--- src/rtl/isa_enc_pkg.sv ---
package isa_enc_pkg;

  typedef enum logic [1:0] {
    PRIV_U   = 2'b00,
    PRIV_S   = 2'b01,
    PRIV_RSV = 2'b10,
    PRIV_M   = 2'b11
  } priv_e;

  localparam logic [11:0] ADDR_SEL    = 12'h7C0;
  localparam logic [11:0] ADDR_MDEF   = 12'h7C1;
  localparam logic [11:0] ADDR_SDEF   = 12'h7C2;
  localparam logic [11:0] ADDR_MTVEC  = 12'h305;
  localparam logic [11:0] ADDR_STVEC  = 12'h105;
  localparam logic [11:0] ADDR_BSTVEC = 12'h205;

  localparam int POLICY_KEEP   = 0;
  localparam int POLICY_FIXED  = 1;
  localparam int POLICY_SELECT = 2;

  typedef struct packed {
    logic selWr;
    logic mtvecWr;
    logic stvecWr;
    logic bstvecWr;
    logic mDefWr;
    logic sDefWr;
    logic trapIn;
    logic trapOut;
    logic toM;
  } ctrlStrobe_t;

endpackage

--- src/rtl/isa_enc_ctrl.sv ---
module isa_enc_ctrl
  import isa_enc_pkg::*;
(
  input  logic        csrValid,
  input  logic        csrWrite,
  input  logic [11:0] csrAddr,
  input  logic [1:0]  csrPriv,
  input  logic        trapEnter,
  input  logic        trapToM,
  input  logic        trapReturn,
  output ctrlStrobe_t strobe
);

  logic  wrOk;
  logic  privM;
  logic  privS;
  priv_e priv;

  always_comb begin
    priv  = priv_e'(csrPriv);
    privM = (priv == PRIV_M);
    privS = privM || (priv == PRIV_S);
    // trap events take the cycle; any CSR write alongside is dropped
    wrOk  = csrValid && csrWrite && !trapEnter && !trapReturn;

    strobe          = '0;
    strobe.selWr    = wrOk && (csrAddr == ADDR_SEL);
    strobe.mtvecWr  = wrOk && privM && (csrAddr == ADDR_MTVEC);
    strobe.stvecWr  = wrOk && privS && (csrAddr == ADDR_STVEC);
    strobe.bstvecWr = wrOk && privS && (csrAddr == ADDR_BSTVEC);
    strobe.mDefWr   = wrOk && privM && (csrAddr == ADDR_MDEF);
    strobe.sDefWr   = wrOk && privS && (csrAddr == ADDR_SDEF);
    strobe.trapIn   = trapEnter;
    strobe.trapOut  = trapReturn && !trapEnter;
    strobe.toM      = trapToM;
  end

endmodule

--- src/rtl/isa_enc_dpath.sv ---
module isa_enc_dpath
  import isa_enc_pkg::*;
#(
  parameter int NUM_ENC     = 4,
  parameter int ENC_W       = 3,
  parameter int XLEN        = 32,
  parameter int TRAP_POLICY = POLICY_SELECT
) (
  input  logic                clk,
  input  logic                rstN,
  input  ctrlStrobe_t         strobe,
  input  logic [11:0]         csrAddr,
  input  logic [XLEN-1:0]     csrWdata,
  output logic [XLEN-1:0]     csrRdata,
  output logic [NUM_ENC-1:0]  decEn,
  output logic [XLEN-1:0]     mtvecOut,
  output logic [XLEN-1:0]     stvecOut,
  output logic [XLEN-1:0]     bstvecOut,
  output logic                trapDone
);

  localparam int              IDX_W     = $clog2(NUM_ENC);
  localparam logic [XLEN-1:0] ENC_LIMIT = XLEN'(NUM_ENC);

  logic [ENC_W-1:0] activeEnc;
  logic [ENC_W-1:0] savedEnc;
  logic [ENC_W-1:0] mDefEnc;
  logic [ENC_W-1:0] sDefEnc;
  logic [ENC_W-1:0] trapEnc;
  logic [ENC_W-1:0] wrEnc;
  logic [IDX_W-1:0] activeIdx;
  logic             wrLegal;

  logic [XLEN-1:0] mtvecBank  [NUM_ENC];
  logic [XLEN-1:0] stvecBank  [NUM_ENC];
  logic [XLEN-1:0] bstvecBank [NUM_ENC];

  assign wrLegal   = (csrWdata < ENC_LIMIT);
  assign wrEnc     = csrWdata[ENC_W-1:0];
  assign activeIdx = activeEnc[IDX_W-1:0];

  // encoding chosen on trap entry, picked by the build-time policy
  generate
    if (TRAP_POLICY == POLICY_KEEP) begin : g_keep
      assign trapEnc = activeEnc;
    end else if (TRAP_POLICY == POLICY_FIXED) begin : g_fixed
      assign trapEnc = '0;
    end else begin : g_select
      assign trapEnc = strobe.toM ? mDefEnc : sDefEnc;
    end
  endgenerate

  always_ff @(posedge clk or negedge rstN) begin
    if (!rstN) begin
      activeEnc <= '0;
      savedEnc  <= '0;
      trapDone  <= 1'b0;
    end else begin
      trapDone <= strobe.trapIn || strobe.trapOut;
      if (strobe.trapIn) begin
        savedEnc  <= activeEnc;
        activeEnc <= trapEnc;
      end else if (strobe.trapOut) begin
        activeEnc <= savedEnc;
      end else if (strobe.selWr && wrLegal) begin
        activeEnc <= wrEnc;
      end
    end
  end

  always_ff @(posedge clk or negedge rstN) begin
    if (!rstN) begin
      mDefEnc <= '0;
      sDefEnc <= '0;
    end else begin
      if (strobe.mDefWr && wrLegal) mDefEnc <= wrEnc;
      if (strobe.sDefWr && wrLegal) sDefEnc <= wrEnc;
    end
  end

  always_ff @(posedge clk or negedge rstN) begin
    if (!rstN) begin
      for (int e = 0; e < NUM_ENC; e++) begin
        mtvecBank[e]  <= '0;
        stvecBank[e]  <= '0;
        bstvecBank[e] <= '0;
      end
    end else begin
      if (strobe.mtvecWr)  mtvecBank[activeIdx]  <= csrWdata;
      if (strobe.stvecWr)  stvecBank[activeIdx]  <= csrWdata;
      if (strobe.bstvecWr) bstvecBank[activeIdx] <= csrWdata;
    end
  end

  generate
    for (genvar g = 0; g < NUM_ENC; g++) begin : g_dec
      assign decEn[g] = (activeEnc == ENC_W'(g));
    end
  endgenerate

  assign mtvecOut  = mtvecBank[activeIdx];
  assign stvecOut  = stvecBank[activeIdx];
  assign bstvecOut = bstvecBank[activeIdx];

  always_comb begin
    case (csrAddr)
      ADDR_SEL:    csrRdata = XLEN'(activeEnc);
      ADDR_MDEF:   csrRdata = XLEN'(mDefEnc);
      ADDR_SDEF:   csrRdata = XLEN'(sDefEnc);
      ADDR_MTVEC:  csrRdata = mtvecOut;
      ADDR_STVEC:  csrRdata = stvecOut;
      ADDR_BSTVEC: csrRdata = bstvecOut;
      default:     csrRdata = '0;
    endcase
  end

endmodule

--- src/rtl/isa_enc_sel.sv ---
module isa_enc_sel
  import isa_enc_pkg::*;
#(
  parameter int NUM_ENC     = 4,
  parameter int ENC_W       = 3,
  parameter int XLEN        = 32,
  parameter int TRAP_POLICY = POLICY_SELECT
) (
  input  logic               clk,
  input  logic               rstN,
  input  logic               csrValid,
  input  logic               csrWrite,
  input  logic [11:0]        csrAddr,
  input  logic [1:0]         csrPriv,
  input  logic [XLEN-1:0]    csrWdata,
  output logic [XLEN-1:0]    csrRdata,
  input  logic               trapEnter,
  input  logic               trapToM,
  input  logic               trapReturn,
  output logic               trapDone,
  output logic [NUM_ENC-1:0] decEn,
  output logic [XLEN-1:0]    mtvecOut,
  output logic [XLEN-1:0]    stvecOut,
  output logic [XLEN-1:0]    bstvecOut
);

  ctrlStrobe_t strobe;

  isa_enc_ctrl u_ctrl (
    .csrValid   (csrValid),
    .csrWrite   (csrWrite),
    .csrAddr    (csrAddr),
    .csrPriv    (csrPriv),
    .trapEnter  (trapEnter),
    .trapToM    (trapToM),
    .trapReturn (trapReturn),
    .strobe     (strobe)
  );

  isa_enc_dpath #(
    .NUM_ENC     (NUM_ENC),
    .ENC_W       (ENC_W),
    .XLEN        (XLEN),
    .TRAP_POLICY (TRAP_POLICY)
  ) u_dpath (
    .clk       (clk),
    .rstN      (rstN),
    .strobe    (strobe),
    .csrAddr   (csrAddr),
    .csrWdata  (csrWdata),
    .csrRdata  (csrRdata),
    .decEn     (decEn),
    .mtvecOut  (mtvecOut),
    .stvecOut  (stvecOut),
    .bstvecOut (bstvecOut),
    .trapDone  (trapDone)
  );

endmodule

--- config.mk ---
export PLATFORM = sky130hd
export DESIGN_NAME = isa_enc_sel
export DESIGN_NICKNAME = d
export VERILOG_FILES = /design/src/rtl/isa_enc_pkg.sv /design/src/rtl/isa_enc_ctrl.sv /design/src/rtl/isa_enc_dpath.sv /design/src/rtl/isa_enc_sel.sv
export SDC_FILE = /design/constraint.sdc
export NUM_CORES = 1
export LEC_CHECK = 0
export BUFFER_PORTS_ARGS = -buffer_cell sky130_fd_sc_hd__buf_2
export CAP_MARGIN = 20
export CORE_MARGIN = 8
export CORE_UTILIZATION = 54
export DETAILED_ROUTE_END_ITERATION = 10
export PLACE_DENSITY = 0.77
export RECOVER_POWER = 50
export SETUP_SLACK_MARGIN = 0.2
export SLEW_MARGIN = 20
export SYNTH_ARGS = -nofsm -noshare
export SYNTH_HDL_FRONTEND = slang
export SYNTH_HIERARCHICAL = 1
export SYNTH_SLANG_ARGS = --single-unit
export TNS_END_PERCENT = 100
--- constraint.sdc ---
create_clock -name clk -period 1.86 [get_ports clk]
set_input_delay 0.186 -clock clk [delete_from_list [all_inputs] [get_ports clk]]
set_output_delay 0.186 -clock clk [all_outputs]
set_load 0.005 [all_outputs]
Word-level counts from Yosys, hierarchy flattened
Index checks and enable logic that the tools add are counted.
{ "word_totals": {"word_cells": 73, "input_bits": 53, "register_bits": 397, "output_inout_bits": 133} }
{ "classes": {"bitwise": 1, "mux": 19, "n_eq_ne": 11, "reduce_logical": 22, "n_lt_le_gt_ge": 3} }
{ "ops": {"columns": ["operator", "n"], "rows": [
  ["$bwmux 128", 3],
  ["$mux 32", 7],
  ["$bmux 32 s2", 3],
  ["$pmux 32 s6", 1],
  ["$demux 32 s2", 1],
  ["$eq 12x11->1 const B", 3],
  ["$lt 32x3->1 const B", 1],
  ["$eq 12x10->1 const B", 2],
  ["$logic_and 1x1->1", 16],
  ["$eq 12x9->1 const B", 1],
  ["$mux 3", 4],
  ["$eq 3x2->1 const B", 2],
  ["$eq 3x1->1 const B", 1],
  ["$ge 3x3->1 const B", 1],
  ["$logic_not 3->1", 1],
  ["$lt 3x1->1 const B", 1],
  ["$not 2->3", 1],
  ["$reduce_bool 3->1", 1],
  ["$eq 2x1->1 const B", 1],
  ["$eq 2x2->1 const B", 1],
  ["$logic_not 1->1", 2],
  ["$logic_or 1x1->1", 2]
]} }

Longest topological paths before layout
{ "logic_depth": {"depth_word": 8, "depth_mapped": 7, "mapped_depth_nobuf": 6} }

Modules after synthesis
The synthesis kept the hierarchy.
{ "modules_own_cells": {"columns": ["mod", "seq_area_each_um2", "area_each_um2", "cells_per_inst", "instances"], "rows": [
  ["isa_enc_dpath", 9934.5, 18026.0, 1129, 1],
  ["isa_enc_ctrl", 0.0, 165.2, 22, 1]
]} }

Worst setup path before layout
No wires, ideal clock.
{ "synth_timing": {"path_type": "input to register", "startpoint": "input port csrAddr[3]", "endpoint": "register u_dpath/bstvecBank[100] (netlist bit)", "slack_ns": -0.587, "n_path_buf": 2, "t_required_ns": 1.735, "arrival_ns": 2.322, "cell_stages": 7, "path_cell_list": "or4_1 > or4_4 > nor3b_2 > and2_1 > clkbuf_1 > buf_2 > mux2_2"} }
{ "synth_rtl": {"columns": ["element", "line_no", "rtl"], "rows": [
  ["from (decl)", "isa_enc_sel.sv:13", "input logic [11:0] csrAddr,"],
  ["to (signal, indexed assignment)", "isa_enc_dpath.sv:91", "if (strobe.bstvecWr) bstvecBank[activeIdx] <= csrWdata;"],
  ["to (decl)", "isa_enc_dpath.sv:36", "logic [XLEN-1:0] bstvecBank [NUM_ENC];"]
]} }

Worst setup path after layout
{ "layout_timing": {"startpoint": "register u_dpath.activeEnc[0]", "endpoint": "output port csrRdata[10]"} }
{ "layout_between": {"elab_chain_cells": 5, "elab_cells_between_ends": 11, "cone_classes": "mux (10); bitwise (1)"} }
{ "layout_lines": {"columns": ["element", "line_no", "rtl"], "rows": [
  ["from (decl)", "isa_enc_dpath.sv:25", "logic [ENC_W-1:0] activeEnc;"],
  ["from (signal assigned)", "isa_enc_dpath.sv:62", "activeEnc <= trapEnc;"],
  ["from (signal assigned)", "isa_enc_dpath.sv:64", "activeEnc <= savedEnc;"],
  ["from (signal assigned)", "isa_enc_dpath.sv:66", "activeEnc <= wrEnc;"],
  ["$not 2->3 (not written as such) *", "isa_enc_dpath.sv:101, isa_enc_dpath.sv:102, isa_enc_dpath.sv:103", null],
  ["$bmux 32 s2 (on tied branches)", "isa_enc_dpath.sv:103, isa_enc_dpath.sv:101, isa_enc_dpath.sv:102", null],
  ["$mux 32 (on tied branches) (2 in a row)", "isa_enc_dpath.sv:103, isa_enc_dpath.sv:101, isa_enc_dpath.sv:102", null],
  ["$pmux 32 s6 *", "isa_enc_dpath.sv:106", "case (csrAddr)"],
  ["to (decl)", "isa_enc_sel.sv:16", "output logic [XLEN-1:0] csrRdata,"]
]} }
Mark *: on every way between the ends. The rest lies on a longest branch, timed or not. The select of a mux whose other input is x is not followed.

==> flow_summary.json <==
{
  "die_h_um": 199.5,
  "syn_to_final_growth_pct": 33.57,
  "drt_wl_total_um": 57890,
  "p_leak_nw": 12.51,
  "final_layout_size_suffix_gt1_frac": 0.6519,
  "period_minus_slack_ns": 2.806,
  "die_w_um": 199.5,
  "synthSimpleGateAreaFrac": 0.02627,
  "grt_start_max_net_pins": 70,
  "cp-startpoint": "u_dpath/activeEnc[0]$_DFFE_PN0P_",
  "ios": 186,
  "max-slew-margin-rel": 0.1987,
  "synth_edf_count": 0,
  "end_kind": "output pin",
  "path_clk_slew_ns": 0.06,
  "layoutNonFillerInstCount": 1982,
  "post_synth_xor_area_fraction": 0,
  "setup_viol": 516,
  "syn_area_um2": 18190,
  "ys_ff_latch": 397,
  "setup_tns_ns": -149.86,
  "htreeDepth": 2,
  "synth_cells": 1151,
  "post-place-ws_ns": -0.7616,
  "synth_compound_area_frac": 0.02215,
  "postSynthNetCount": 1204,
  "grt_first_pass_wirelength_um": 76490,
  "ys.flop_type": "dfrtp_1",
  "reg2reg_from": "u_dpath/activeEnc[0]$_DFFE_PN0P_",
  "die_area_um2": 39820,
  "cts_tree": "yes",
  "worst_setup_path_start_kind": "register",
  "drc": 0,
  "ir_drop_mv": 0.6944,
  "yosysWarnings": 6,
  "synthMuxAreaShare": 0.3677,
  "core_area_um2": 33360,
  "grt_pass1_vias": 12750,
  "fin_crit_sh": 1.508,
  "crit_path_max_fanout": 9,
  "dp_cells": 1851,
  "final_nets": 1559,
  "violations": "setup timing",
  "cp.arrival_ns": 2.62,
  "maxSlewViolCount": 0,
  "grt_antenna_before_repair": 1,
  "status": "finished, violations left",
  "final_hold_viol_count": 0,
  "wl_per_cell_um": 29.21,
  "drtAntennaViolNets": 0,
  "root_buffer": "clkbuf_16",
  "final_cell_mix": "395 x dfrtp_1, 231 x mux2_2, 159 x mux2_4",
  "fmax_mhz": 356.4,
  "cp.required_ns": 1.67,
  "cts.sinks": 397,
  "design_area_um2": 24300,
  "min_path_type": "in -> reg",
  "row_count": 67,
  "synth_cell_types": 41,
  "synth_top_family_by_area": "multiplexers",
  "async_reset_ff_frac": 1.000,
  "overflow": 0,
  "cts_buffer_depth": 3,
  "dr_total_vias": 12380,
  "report.power.total_mw": 18.66,
  "synthAdderAreaFrac": 0,
  "tightest_slew_ns": 1.202,
  "n_antenna_cell": 0,
  "rsz0062_at_grt": "true",
  "initial_core_util": 0.5452,
  "fin_ws_ns": -0.9458,
  "cts_buffers": 42,
  "final_common_cell": "dfrtp_1",
  "drtIter0Drc": 1122,
  "portBuffers": 185,
  "vias_per_cell": 6.244,
  "grt_usage": 0.2516,
  "firstDrtPassIters": 7,
  "syn_area_per_cell_um2": 15.80,
  "min_from": "csrWdata[16]",
  "powerDensity_nw_per_um2": 768.2,
  "dp_hpwl_um": 31570,
  "crit_type": "reg -> out",
  "maxCapViolCount": 0,
  "dpl_cell_area_um2": 21030,
  "clk_latency_ns": 0.54,
  "place_congestion": 0.8515,
  "synth-seq-area-share": 0.5461,
  "fin_skew_ns": 0.01863
}
where the power goes:
group	total [mW]	internal, mW	switching, mW
registers	8.70	8.66	0.0381
logic	1.56	0.716	0.840
clock network	8.41	4.95	3.46
total	18.7	14.3	4.34
final cells by class:
class | count | area [µm²]
clock inverter | 12 | 140.1
inverter | 34 | 127.6
sequential | 397 | 9942
tap | 448 | 560.5
fill | 1971 | 9067
clock buffer | 60 | 1250
multi-input combinational | 613 | 8351
timing repair buffer | 418 | 3926
synthesized netlist by cell type (5+ instances only):
cell        n  area, µm²
dfrtp_1   397       9935
mux2_2    361       4065
mux4_2     96       2162
buf_2      49      245.2
clkbuf_1   42      157.7
inv_1      34      127.6
mux2_1     33      371.6
a222oi_1   29      290.3
nor2b_1    11      68.82
nand2_1    10      37.54
mux2i_1     9      90.09
nor4_1      9      56.30
buf_4       7      52.55
buf_6       5      56.30
nand3_1     5      25.02
nor2_1      5      18.77
nor3_1      5      25.02
state kept, by name, summed over array words and instances, names as in the netlist:
| signal | count |
|---|---|
| u_dpath/savedEnc | 3 |
| u_dpath/mDefEnc | 3 |
| u_dpath/bstvecBank | 128 |
| u_dpath/trapDone | 1 |
| u_dpath/activeEnc | 3 |
| u_dpath/sDefEnc | 3 |
| u_dpath/stvecBank | 128 |
| u_dpath/mtvecBank | 128 |
worst paths after layout:
check / endpoint / slack, ns / depth (start not counted)
max in group asynchronous: u_dpath/bstvecBank[16]$_DFFE_PN0P_ / 0.23 / 3
min in group asynchronous: u_dpath/sDefEnc[2]$_DFFE_PN0P_ / 0.44 / 2
min reg2reg: u_dpath/mtvecBank[97]$_DFFE_PN0P_ / 0.49 / 1
min: u_dpath/stvecBank[80]$_DFFE_PN0P_ / 0.05 / 2
max reg2reg: u_dpath/bstvecBank[73]$_DFFE_PN0P_ / -0.28 / 8
max: csrRdata[10] / -0.95 / 6
cell families (layout without fill, tap and decap cells):
family,after synthesis,in the layout
mux,499,499
flops,397,397
buf+inv,141,524
simple gates,69,69
compound gates,45,45
layer usage:
layer	track usage	wire, µm	vias up
li1	-	-	5040
met1	0.3448	22950	6607
met2	0.4097	28590	596
met3	0.04732	4372	132
met4	0.06839	1985	0
met5	0	0	-
worst max-delay path, stage by stage, from the launching register on:
cell and delay, ns:
dfrtp_4 0.52, buf_4 0.18, buf_12 0.15, mux4_2 0.54, a222oi_1 0.47, inv_1 0.08, buf_2 0.14
metrics by stage:
stage | hold WS, ns | util
after floorplan | -0.1096 | -
after global placement | 0.1209 | 0.6304
after detailed placement | 0.1197 | 0.6304
after CTS | 0.03358 | 0.6947
after global routing | 0.05148 | 0.7282
final | 0.04939 | 0.7282
what timing repair did:
action	4_1_cts	5_1_grt
hold buffers	2	0
cloned	9	16
endpoints found under the hold margin	333	0
gates resized for setup	86	167
setup buffers	13	19
pin swaps	14	16
endpoints found under the setup margin	519	522
(Power assumes the default switching activity.)
